## src/rtl/sxa_pkg.sv

```systemverilog
package sxa_pkg;

  typedef enum logic [3:0] {
    SXA_SLL    = 4'd0,
    SXA_SRL    = 4'd1,
    SXA_SRA    = 4'd2,
    SXA_IMM16S = 4'd3,
    SXA_IMM16U = 4'd4,
    SXA_IMM26S = 4'd5,
    SXA_LDS    = 4'd6,
    SXA_LDU    = 4'd7,
    SXA_ST     = 4'd8
  } sxa_op_e;

  localparam logic [1:0] SXA_SZ_BYTE = 2'd0;
  localparam logic [1:0] SXA_SZ_HALF = 2'd1;

endpackage

```

## src/rtl/sxa_shifter.sv

```systemverilog
module sxa_shifter #(
  parameter int DATA_W = 32,
  parameter int SH_W   = $clog2(DATA_W)
) (
  input  logic [DATA_W-1:0] din,
  input  logic [SH_W-1:0]   shamt,
  input  logic              go_right,
  input  logic              arith,
  output logic [DATA_W-1:0] dout
);

  logic              fill;
  logic [DATA_W-1:0] lv;
  logic [DATA_W-1:0] rv;

  assign fill = arith & din[DATA_W-1];

  // log-depth stages: stage i moves by 2**i positions
  always_comb begin
    lv = din;
    rv = din;
    for (int i = 0; i < SH_W; i++) begin
      if (shamt[i]) begin
        lv = lv << (1 << i);
        rv = (rv >> (1 << i)) |
             (fill ? ~({DATA_W{1'b1}} >> (1 << i)) : {DATA_W{1'b0}});
      end
    end
    dout = go_right ? rv : lv;
  end

endmodule

```

## src/rtl/sxa_immext.sv

```systemverilog
module sxa_immext #(
  parameter int DATA_W = 32,
  parameter int IMM_W  = 16,
  parameter int JMP_W  = 26
) (
  input  logic [DATA_W-1:0] din,
  input  logic              wide,
  input  logic              sgn,
  output logic [DATA_W-1:0] dout
);

  always_comb begin
    if (wide) begin
      dout = {{(DATA_W-JMP_W){din[JMP_W-1]}}, din[JMP_W-1:0]};
    end else begin
      dout = {{(DATA_W-IMM_W){sgn & din[IMM_W-1]}}, din[IMM_W-1:0]};
    end
  end

endmodule

```

## src/rtl/sxa_lane.sv

```systemverilog
module sxa_lane
  import sxa_pkg::*;
#(
  parameter int DATA_W = 32,
  parameter int LANES  = DATA_W / 8,
  parameter int ADDR_W = $clog2(LANES)
) (
  input  logic [DATA_W-1:0] din,
  input  logic [ADDR_W-1:0] addr_lo,
  input  logic [1:0]        size,
  input  logic              is_load,
  input  logic              ld_sign,
  input  logic              is_store,
  output logic [DATA_W-1:0] ld_data,
  output logic [DATA_W-1:0] st_data,
  output logic [LANES-1:0]  st_be,
  output logic              misalign
);

  localparam int HALVES = LANES / 2;

  logic [7:0]  lane_b [LANES];
  logic [15:0] lane_h [HALVES];
  logic [7:0]  sel_b;
  logic [15:0] sel_h;
  logic        size_b;
  logic        size_h;
  logic        bad_addr;

  // big-endian slicing: lane 0 is the most significant byte
  for (genvar k = 0; k < LANES; k++) begin : g_byte
    assign lane_b[k] = din[DATA_W-1-8*k -: 8];
  end
  for (genvar h = 0; h < HALVES; h++) begin : g_half
    assign lane_h[h] = din[DATA_W-1-16*h -: 16];
  end

  assign size_b = (size == SXA_SZ_BYTE);
  assign size_h = (size == SXA_SZ_HALF);

  always_comb begin
    sel_b = '0;
    sel_h = '0;
    for (int k = 0; k < LANES; k++) begin
      if (k == int'(addr_lo)) sel_b = lane_b[k];
    end
    for (int h = 0; h < HALVES; h++) begin
      if (h == int'(addr_lo >> 1)) sel_h = lane_h[h];
    end
  end

  always_comb begin
    if (size_b) begin
      ld_data = {{(DATA_W-8){ld_sign & sel_b[7]}}, sel_b};
      st_data = {LANES{din[7:0]}};
    end else if (size_h) begin
      ld_data = {{(DATA_W-16){ld_sign & sel_h[15]}}, sel_h};
      st_data = {HALVES{din[15:0]}};
    end else begin
      ld_data = din;
      st_data = din;
    end
  end

  always_comb begin
    if (size_h) begin
      bad_addr = addr_lo[0];
    end else if (!size_b) begin
      bad_addr = (addr_lo != '0);
    end else begin
      bad_addr = 1'b0;
    end
  end

  assign misalign = (is_load | is_store) & bad_addr;

  always_comb begin
    st_be = '0;
    if (is_store && !bad_addr) begin
      for (int k = 0; k < LANES; k++) begin
        if (size_b) begin
          if (k == int'(addr_lo)) st_be[LANES-1-k] = 1'b1;
        end else if (size_h) begin
          if ((k / 2) == int'(addr_lo >> 1)) st_be[LANES-1-k] = 1'b1;
        end else begin
          st_be[LANES-1-k] = 1'b1;
        end
      end
    end
  end

endmodule

```

## src/rtl/sxa_unit.sv

```systemverilog
module sxa_unit
  import sxa_pkg::*;
#(
  parameter int DATA_W = 32,
  parameter int SH_W   = $clog2(DATA_W),
  parameter int LANES  = DATA_W / 8,
  parameter int ADDR_W = $clog2(LANES)
) (
  input  logic              clk,
  input  logic              rst_n,
  input  logic              in_valid,
  input  logic [3:0]        op,
  input  logic [DATA_W-1:0] operand,
  input  logic [SH_W-1:0]   shamt,
  input  logic [ADDR_W-1:0] addr_lo,
  input  logic [1:0]        size,
  output logic              out_valid,
  output logic [DATA_W-1:0] result,
  output logic [LANES-1:0]  byte_en,
  output logic              misalign
);

  // reset: asserted asynchronously, released on the clock
  logic [1:0] rst_sync_q;
  logic       core_rst_n;

  always_ff @(posedge clk or negedge rst_n) begin
    if (!rst_n) rst_sync_q <= 2'b00;
    else        rst_sync_q <= {rst_sync_q[0], 1'b1};
  end
  assign core_rst_n = rst_sync_q[1];

  // decode
  sxa_op_e op_e;
  logic    is_shift, is_imm, is_load, is_store;

  assign op_e     = sxa_op_e'(op);
  assign is_shift = (op_e == SXA_SLL) || (op_e == SXA_SRL) || (op_e == SXA_SRA);
  assign is_imm   = (op_e == SXA_IMM16S) || (op_e == SXA_IMM16U) || (op_e == SXA_IMM26S);
  assign is_load  = (op_e == SXA_LDS) || (op_e == SXA_LDU);
  assign is_store = (op_e == SXA_ST);

  logic [DATA_W-1:0] sh_out, imm_out, ld_out, st_out;
  logic [LANES-1:0]  st_be;
  logic              lane_mis;

  sxa_shifter #(.DATA_W(DATA_W), .SH_W(SH_W)) u_shift (
    .din      (operand),
    .shamt    (shamt),
    .go_right (op_e != SXA_SLL),
    .arith    (op_e == SXA_SRA),
    .dout     (sh_out)
  );

  sxa_immext #(.DATA_W(DATA_W)) u_imm (
    .din  (operand),
    .wide (op_e == SXA_IMM26S),
    .sgn  (op_e == SXA_IMM16S),
    .dout (imm_out)
  );

  sxa_lane #(.DATA_W(DATA_W), .LANES(LANES), .ADDR_W(ADDR_W)) u_lane (
    .din      (operand),
    .addr_lo  (addr_lo),
    .size     (size),
    .is_load  (is_load),
    .ld_sign  (op_e == SXA_LDS),
    .is_store (is_store),
    .ld_data  (ld_out),
    .st_data  (st_out),
    .st_be    (st_be),
    .misalign (lane_mis)
  );

  // next-state
  logic [DATA_W-1:0] result_d;
  logic [LANES-1:0]  be_d;
  logic              mis_d;

  always_comb begin
    result_d = '0;
    if (is_shift)      result_d = sh_out;
    else if (is_imm)   result_d = imm_out;
    else if (is_load)  result_d = ld_out;
    else if (is_store) result_d = st_out;
    be_d  = st_be;
    mis_d = lane_mis;
  end

  // register stage, enabled by in_valid
  logic              valid_q;
  logic [DATA_W-1:0] result_q;
  logic [LANES-1:0]  be_q;
  logic              mis_q;

  always_ff @(posedge clk or negedge core_rst_n) begin
    if (!core_rst_n) begin
      valid_q  <= 1'b0;
      result_q <= '0;
      be_q     <= '0;
      mis_q    <= 1'b0;
    end else begin
      valid_q <= in_valid;
      if (in_valid) begin
        result_q <= result_d;
        be_q     <= be_d;
        mis_q    <= mis_d;
      end
    end
  end

  assign out_valid = valid_q;
  assign result    = result_q;
  assign byte_en   = be_q;
  assign misalign  = mis_q;

  // assertions
  assert_valid_lat_R10: assert property (@(posedge clk) disable iff (!core_rst_n)
    in_valid |=> out_valid);

  assert_idle_hold_R10: assert property (@(posedge clk) disable iff (!core_rst_n)
    !in_valid |=> (!out_valid && $stable(result) && $stable(byte_en) && $stable(misalign)));

  assert_sll_zero_R1: assert property (@(posedge clk) disable iff (!core_rst_n)
    (in_valid && op == 4'd0 && shamt == '0) |=> (result == $past(operand)));

  assert_word_load_R7: assert property (@(posedge clk) disable iff (!core_rst_n)
    (in_valid && (op == 4'd6 || op == 4'd7) && size[1] && addr_lo == '0)
      |=> (result == $past(operand) && !misalign));

  assert_mis_no_be_R9: assert property (@(posedge clk) disable iff (!core_rst_n)
    (out_valid && misalign) |-> (byte_en == '0));

  assert_nonmem_quiet_R9: assert property (@(posedge clk) disable iff (!core_rst_n)
    (in_valid && op != 4'd6 && op != 4'd7 && op != 4'd8)
      |=> (!misalign && byte_en == '0));

  assert_be_shape_R8: assert property (@(posedge clk) disable iff (!core_rst_n)
    (out_valid && byte_en != '0)
      |-> ($countones(byte_en) == 1 || $countones(byte_en) == 2 || $countones(byte_en) == LANES));

endmodule

```

## config.mk

```make
export PLATFORM = sky130hd
export DESIGN_NAME = sxa_unit
export DESIGN_NICKNAME = d
export VERILOG_FILES = /design/src/rtl/sxa_pkg.sv /design/src/rtl/sxa_shifter.sv /design/src/rtl/sxa_immext.sv /design/src/rtl/sxa_lane.sv /design/src/rtl/sxa_unit.sv
export SDC_FILE = /design/constraint.sdc
export NUM_CORES = 1
export LEC_CHECK = 0
export BUFFER_PORTS_ARGS = -buffer_cell sky130_fd_sc_hd__buf_2
export CORE_AREA = 10 10 118 141
export CTS_BUF_LIST = sky130_fd_sc_hd__clkbuf_16
export DETAILED_ROUTE_END_ITERATION = 8
export DIE_AREA = 0 0 128 151
export PLACE_DENSITY_LB_ADDON = 0.05
export SYNTH_ARGS = -nofsm -noshare
export SYNTH_HDL_FRONTEND = slang
export SYNTH_SLANG_ARGS = --single-unit
```

## constraint.sdc

```tcl
create_clock -name clk -period 1.1 [get_ports clk]
set_input_delay 0.22 -clock clk [delete_from_list [all_inputs] [get_ports clk]]
set_output_delay 0.22 -clock clk [all_outputs]
set_load 0.005 [all_outputs]
```

==> reports/qor.csv, run 1 <==
stage;metric;value;unit
run_status;outcome;aborted with a tool error;
run_status;halt point of the flow;global routing;
run_status;error message;[ERROR GRT-0232] Routing congestion too high. Check the congestion heatmap in the GUI.;
synth;most common cell in the synthesized netlist;nor2_1;
clock_network;H-Tree Depth;2;
timing;grt repair worst endpoint;result[11]$_DFFE_PN0P_/D;
place;Placer Congestion;1.11;
synth;top cells by area, synth;mux4_2 (17%), dfrtp_1 (13%), mux2i_1 (8.5%);
clock_network;CTS Root Cell;clkbuf_16;
clock_network;clock sinks;40;
synth;syn_nets;954;
timing;WEP type;register input;
floorplanning;FP Rows;47;
floorplanning;Die Y;151;µm
floorplanning;Die Width;128;µm
synth;cell accounting for the most synthesized area;mux4_2;
global_routing;largest net degree at the start of global routing;39;
clock_network;Num CTS Buffers;5;
global_routing;initial antenna violation count;8;
synth;ys async rst share;100;%
place;pre-CTS setup slack;-1.38;ns
place;DP HPWL;32500;µm
synth;commonest cells in the netlist;nor2_1 (103), mux2i_1 (64), clkbuf_1 (63), nand2_1 (62);
synth;top cell type's share of synthesized area;17.4;%
place;PortBufs;85;
global_routing;Remaining Overflow, GRT;3;
synth;Post-Syn Instances;906;
synth;register area share after synthesis;13.4;%
clock_network;Clock Path Buffers;2;
global_routing;Total GRT Usage;62.7;%
synth;dominant synthesized flop cell;dfrtp_1;
synth;mapped cell area;7500;µm²
synth;Unique masters post-synth;87;
synth;Mean Syn Cell Area;8.28;µm²
synth;#FFs+latches synth;40;
floorplanning;Initial Util;54.5;%
floorplanning;IO Count;86;
synth;EDFF count, synth;0;
synth;Yosys warnings;0;
## logic make-up after synthesis
kind of cell / share of synthesized area [%]
muxes: 32.0
DFF: 13.4
AOI/OAI and AO/OA: 28.7
and+or+nand+nor: 17.2
buffers and inverters: 8.59
xor gates and xnor gates: 0.117
other: 0.0500
## metal layers
layer	global-route usage (%)	overflow
met5	12.8	0
met4	60.8	2
met3	48.0	0
met2	79.5	1
met1	62.5	0
## metrics by stage
step	hold slack (ns)	instances	area, µm²
after CTS	0.181	1453	12100
after detailed placement	0.00516	1413	10800
after global placement	0.00485	1413	10800
after floorplan	-0.0756	906	8030
## timing repair
action,in CTS
setup buffers,28
gates resized for setup,209
pin swaps,60
endpoints found under the setup margin,44
hold buffers,1
endpoints found under the hold margin,2
cloned,5
==> inputs of run 2 (changes only) <==
Settings changed: CORE_AREA 10 10 118 141 to 10 10 148 150, CTS_BUF_LIST sky130_fd_sc_hd__clkbuf_16 to default, DIE_AREA 0 0 128 151 to 0 0 158 160, PLACE_DENSITY_LB_ADDON 0.05 to 0.15.
Clock period 1.1 ns to 1.43 ns, I/O delays scaled along.
==> run 2 against run 1 <==
Effect of this change: the flow now finishes, with violations (negative setup slack); area after synthesis stayed put; synthesized cell count did not move.
==> reports/qor.csv, run 2 <==
stage;metric;value;unit;change
run_status;outcome;finished with violations;;was aborted with a tool error
run_status;failing checks;negative setup slack;;
floorplanning;FP Rows;51;;was 47
timing;Max-slew headroom;47.8;%;
finish;utilization after layout;67.6;%;
worst_setup_path;Critical Path RT;1.60;ns;
finish;most frequent cells in the layout;buf_4 (347), nor2_1 (89), buf_2 (75);;
drt;total number of vias;10200;;
global_routing;largest net degree at the start of global routing;39;;
finish;commonest non-fill, non-tap cell in the layout;buf_4;;
clock_network;CTS tree;done;;
finish;fillcell total;1536;;
drt;final WL;45400;µm;
floorplanning;Initial Util;39.3;%;was 54.5%
synth;ys async rst share;100;%;unchanged
synth;register area share after synthesis;13.4;%;unchanged
clock_network;CTS Root Cell;clkbuf_16;;unchanged
finish;area of the multi-input gates;7070;µm²;
finish;Synth-to-Final Area Change;71.9;%;
synth;most common cell in the synthesized netlist;nor2_1;;unchanged
clock_network;clk_lat worst skew;0.30;ns;
finish;post-route insts no fill;1544;;
timing;TNS Setup;-13.46;ns;
timing;fin crit share;136;%;
finish;NumNets Final;1353;;
drt;Post-DRT Antenna Nets;0;;
global_routing;Remaining Overflow, GRT;0;;
power_and_ir_drop;Power Density;564;nW/µm²;
power_and_ir_drop;Peak VDD IR;0.481;mV;
timing;unrepaired setup endpoints after global routing;yes;;
drt;initial drt markers;1309;;
synth;#FFs+latches synth;40;;unchanged
global_routing;first-pass GRT wire length;65300;µm;
floorplanning;CORE AREA;19100;µm²;
floorplanning;IO Count;86;;unchanged
synth;Yosys warnings;0;;unchanged
worst_setup_path;Worst Setup End Kind;flip-flop;;
clock_network;H-Tree Depth;2;;unchanged
floorplanning;Die ar.;25300;µm²;
timing;Clock Skew;0.00222;ns;
hold_path;worst hold path class;reg2async;;
drt;via/cell ratio;6.58;;
timing;Final Hold Fails;0;;
worst_setup_path;worst-path fanout max;7;;
timing;fmax;512;MHz;
worst_setup_path;Crit Path Class;in2reg;;
synth;commonest cells in the netlist;nor2_1 (103), mux2i_1 (64), clkbuf_1 (63), nand2_1 (62);;unchanged
drt;Post-route DRC;0;;
synth;Post-Syn Instances;906;;unchanged
finish;Final Cell Area;12900;µm²;
worst_setup_path;Arr. time, crit path;2.12;ns;
synth;cell accounting for the most synthesized area;mux4_2;;unchanged
place;# placed instances;1495;;was 1,413
finish;layout cell share with drive strength beyond 1;61.1;%;
worst_setup_path;Worst Setup Start Kind;primary input;;
power_and_ir_drop;Static Leak;0.00550;µW;
finish;Sequential Area;1000;µm²;
place;Placer Congestion;1.12;;was 1.11
flow_run;total of max-cap violations;0;;
clock_network;Clock Path Buffers;2;;unchanged
clock_network;clock sinks;40;;unchanged
floorplanning;Die Width;158;µm;was 128 µm
drt;Pre-Repair DR Iteration Count;6;;
timing;Worst-Margin Slew;0.778;ns;
synth;top cell type's share of synthesized area;17.4;%;unchanged
finish;antenna cells;0;;
synth;top cells by area, synth;mux4_2 (17%), dfrtp_1 (13%), mux2i_1 (8.5%);;unchanged
place;PortBufs;85;;unchanged
global_routing;initial antenna violation count;0;;
drt;WL/cell;29.4;µm;
synth;mapped cell area;7500;µm²;unchanged
synth;syn_nets;954;;unchanged
worst_setup_path;FF-to-FF Start;result[3];;
synth;dominant synthesized flop cell;dfrtp_1;;unchanged
timing;final setup fails;32;;
finish;Largest register FFs;32;;
synth;Unique masters post-synth;87;;unchanged
synth;Mean Syn Cell Area;8.28;µm²;unchanged
floorplanning;Die Y;160;µm;was 151 µm
clock_network;Num CTS Buffers;5;;unchanged
timing;Max Slew Vio Count;0;;
timing;Final WS setup;-0.522;ns;
place;DP HPWL;35500;µm;was 32,500 µm
place;placed inst area;11000;µm²;was 10,800 µm²
clock_network;CTS clk-pin slew, worst paths;0.07;ns;
synth;EDFF count, synth;0;;unchanged
worst_setup_path;Critical path origin;shamt[1];;
global_routing;vias in the first global route;9858;;
global_routing;Total GRT Usage;34.4;%;
timing;post-layout min period;1.95;ns;
==> run 2: cell counts after synthesis <==
No cell type changed its count.
==> run 2: final timing paths <==
path | endpoint | slack, ns | cells after the start
worst min register to register | result[21] | 0.24 | 1
min in group clk | byte_en[3] | 0.34 | 3
worst max-delay path | result[11] | -0.52 | 8
max in group asynchronous | result[7] | 0.96 | 1
worst max register to register | result[3] | 0.05 | 4
worst min-delay path | result[21] | 0.24 | 1
==> run 2: metal layers <==
layer	vias to the layer above	GRT usage (%)	part of all wire (%)
met5	-	0	0
met4	0	13.8	5.5
met3	155	6.90	11
met2	735	52.2	44
met1	4926	46.6	40
li1	4338	-	-
==> run 2: cell type report <==
class | instances | area share [%]
Tap cell | 238 | 2.31
Multi-Input combinational cell | 734 | 54.8
Clock inverter | 3 | 0.359
Sequential cell | 40 | 7.78
Clock buffer | 5 | 0.971
Timing Repair Buffer | 509 | 33.3
Inverter | 15 | 0.485
==> run 2: cell families after synthesis <==
group	synth area share, %
compound gates	28.7
simple gates	17.2
mux	32.0
buf+inv	8.59
flops	13.4
xor+xnor	0.117
other cells	0.0500
==> run 2: worst max-delay path, stage by stage <==
cell      delay [ns]
buf_16          0.12
buf_12          0.12
mux4_2          0.54
mux4_2          0.50
nand2_1         0.08
o211ai_1        0.10
a311oi_2        0.29
a211oi_2        0.07
==> run 2: power breakdown <==
group | internal (µW) | switching [µW]
logic | 2170 | 2330
clock network | 833 | 586
registers | 1260 | 90.7
total | 4270 | 3010
==> run 2: metrics by stage <==
stage                     worst slack, ns  hold slack (ns)  total power [µW]
final                              -0.522            0.239              7280
after global routing               -0.564            0.262              7470
after CTS                          -0.526            0.250              6900
after detailed placement            -1.44           0.0724              5140
after global placement              -1.41           0.0733              5130
after floorplan                    -0.567         -0.00959              3270
==> run 2: repair_timing <==
| action | 4_1_cts | 5_1_grt |
|---|---|---|
| pin swaps | 62 | 35 |
| resized for setup | 192 | 100 |
| endpoints found under the hold margin | 2 | 0 |
| setup endpoints to repair | 34 | 34 |
| setup buffers | 31 | 13 |
| gates cloned | 2 | 0 |
| hold buffers | 1 | 0 |
(Power assumes the default switching activity.)
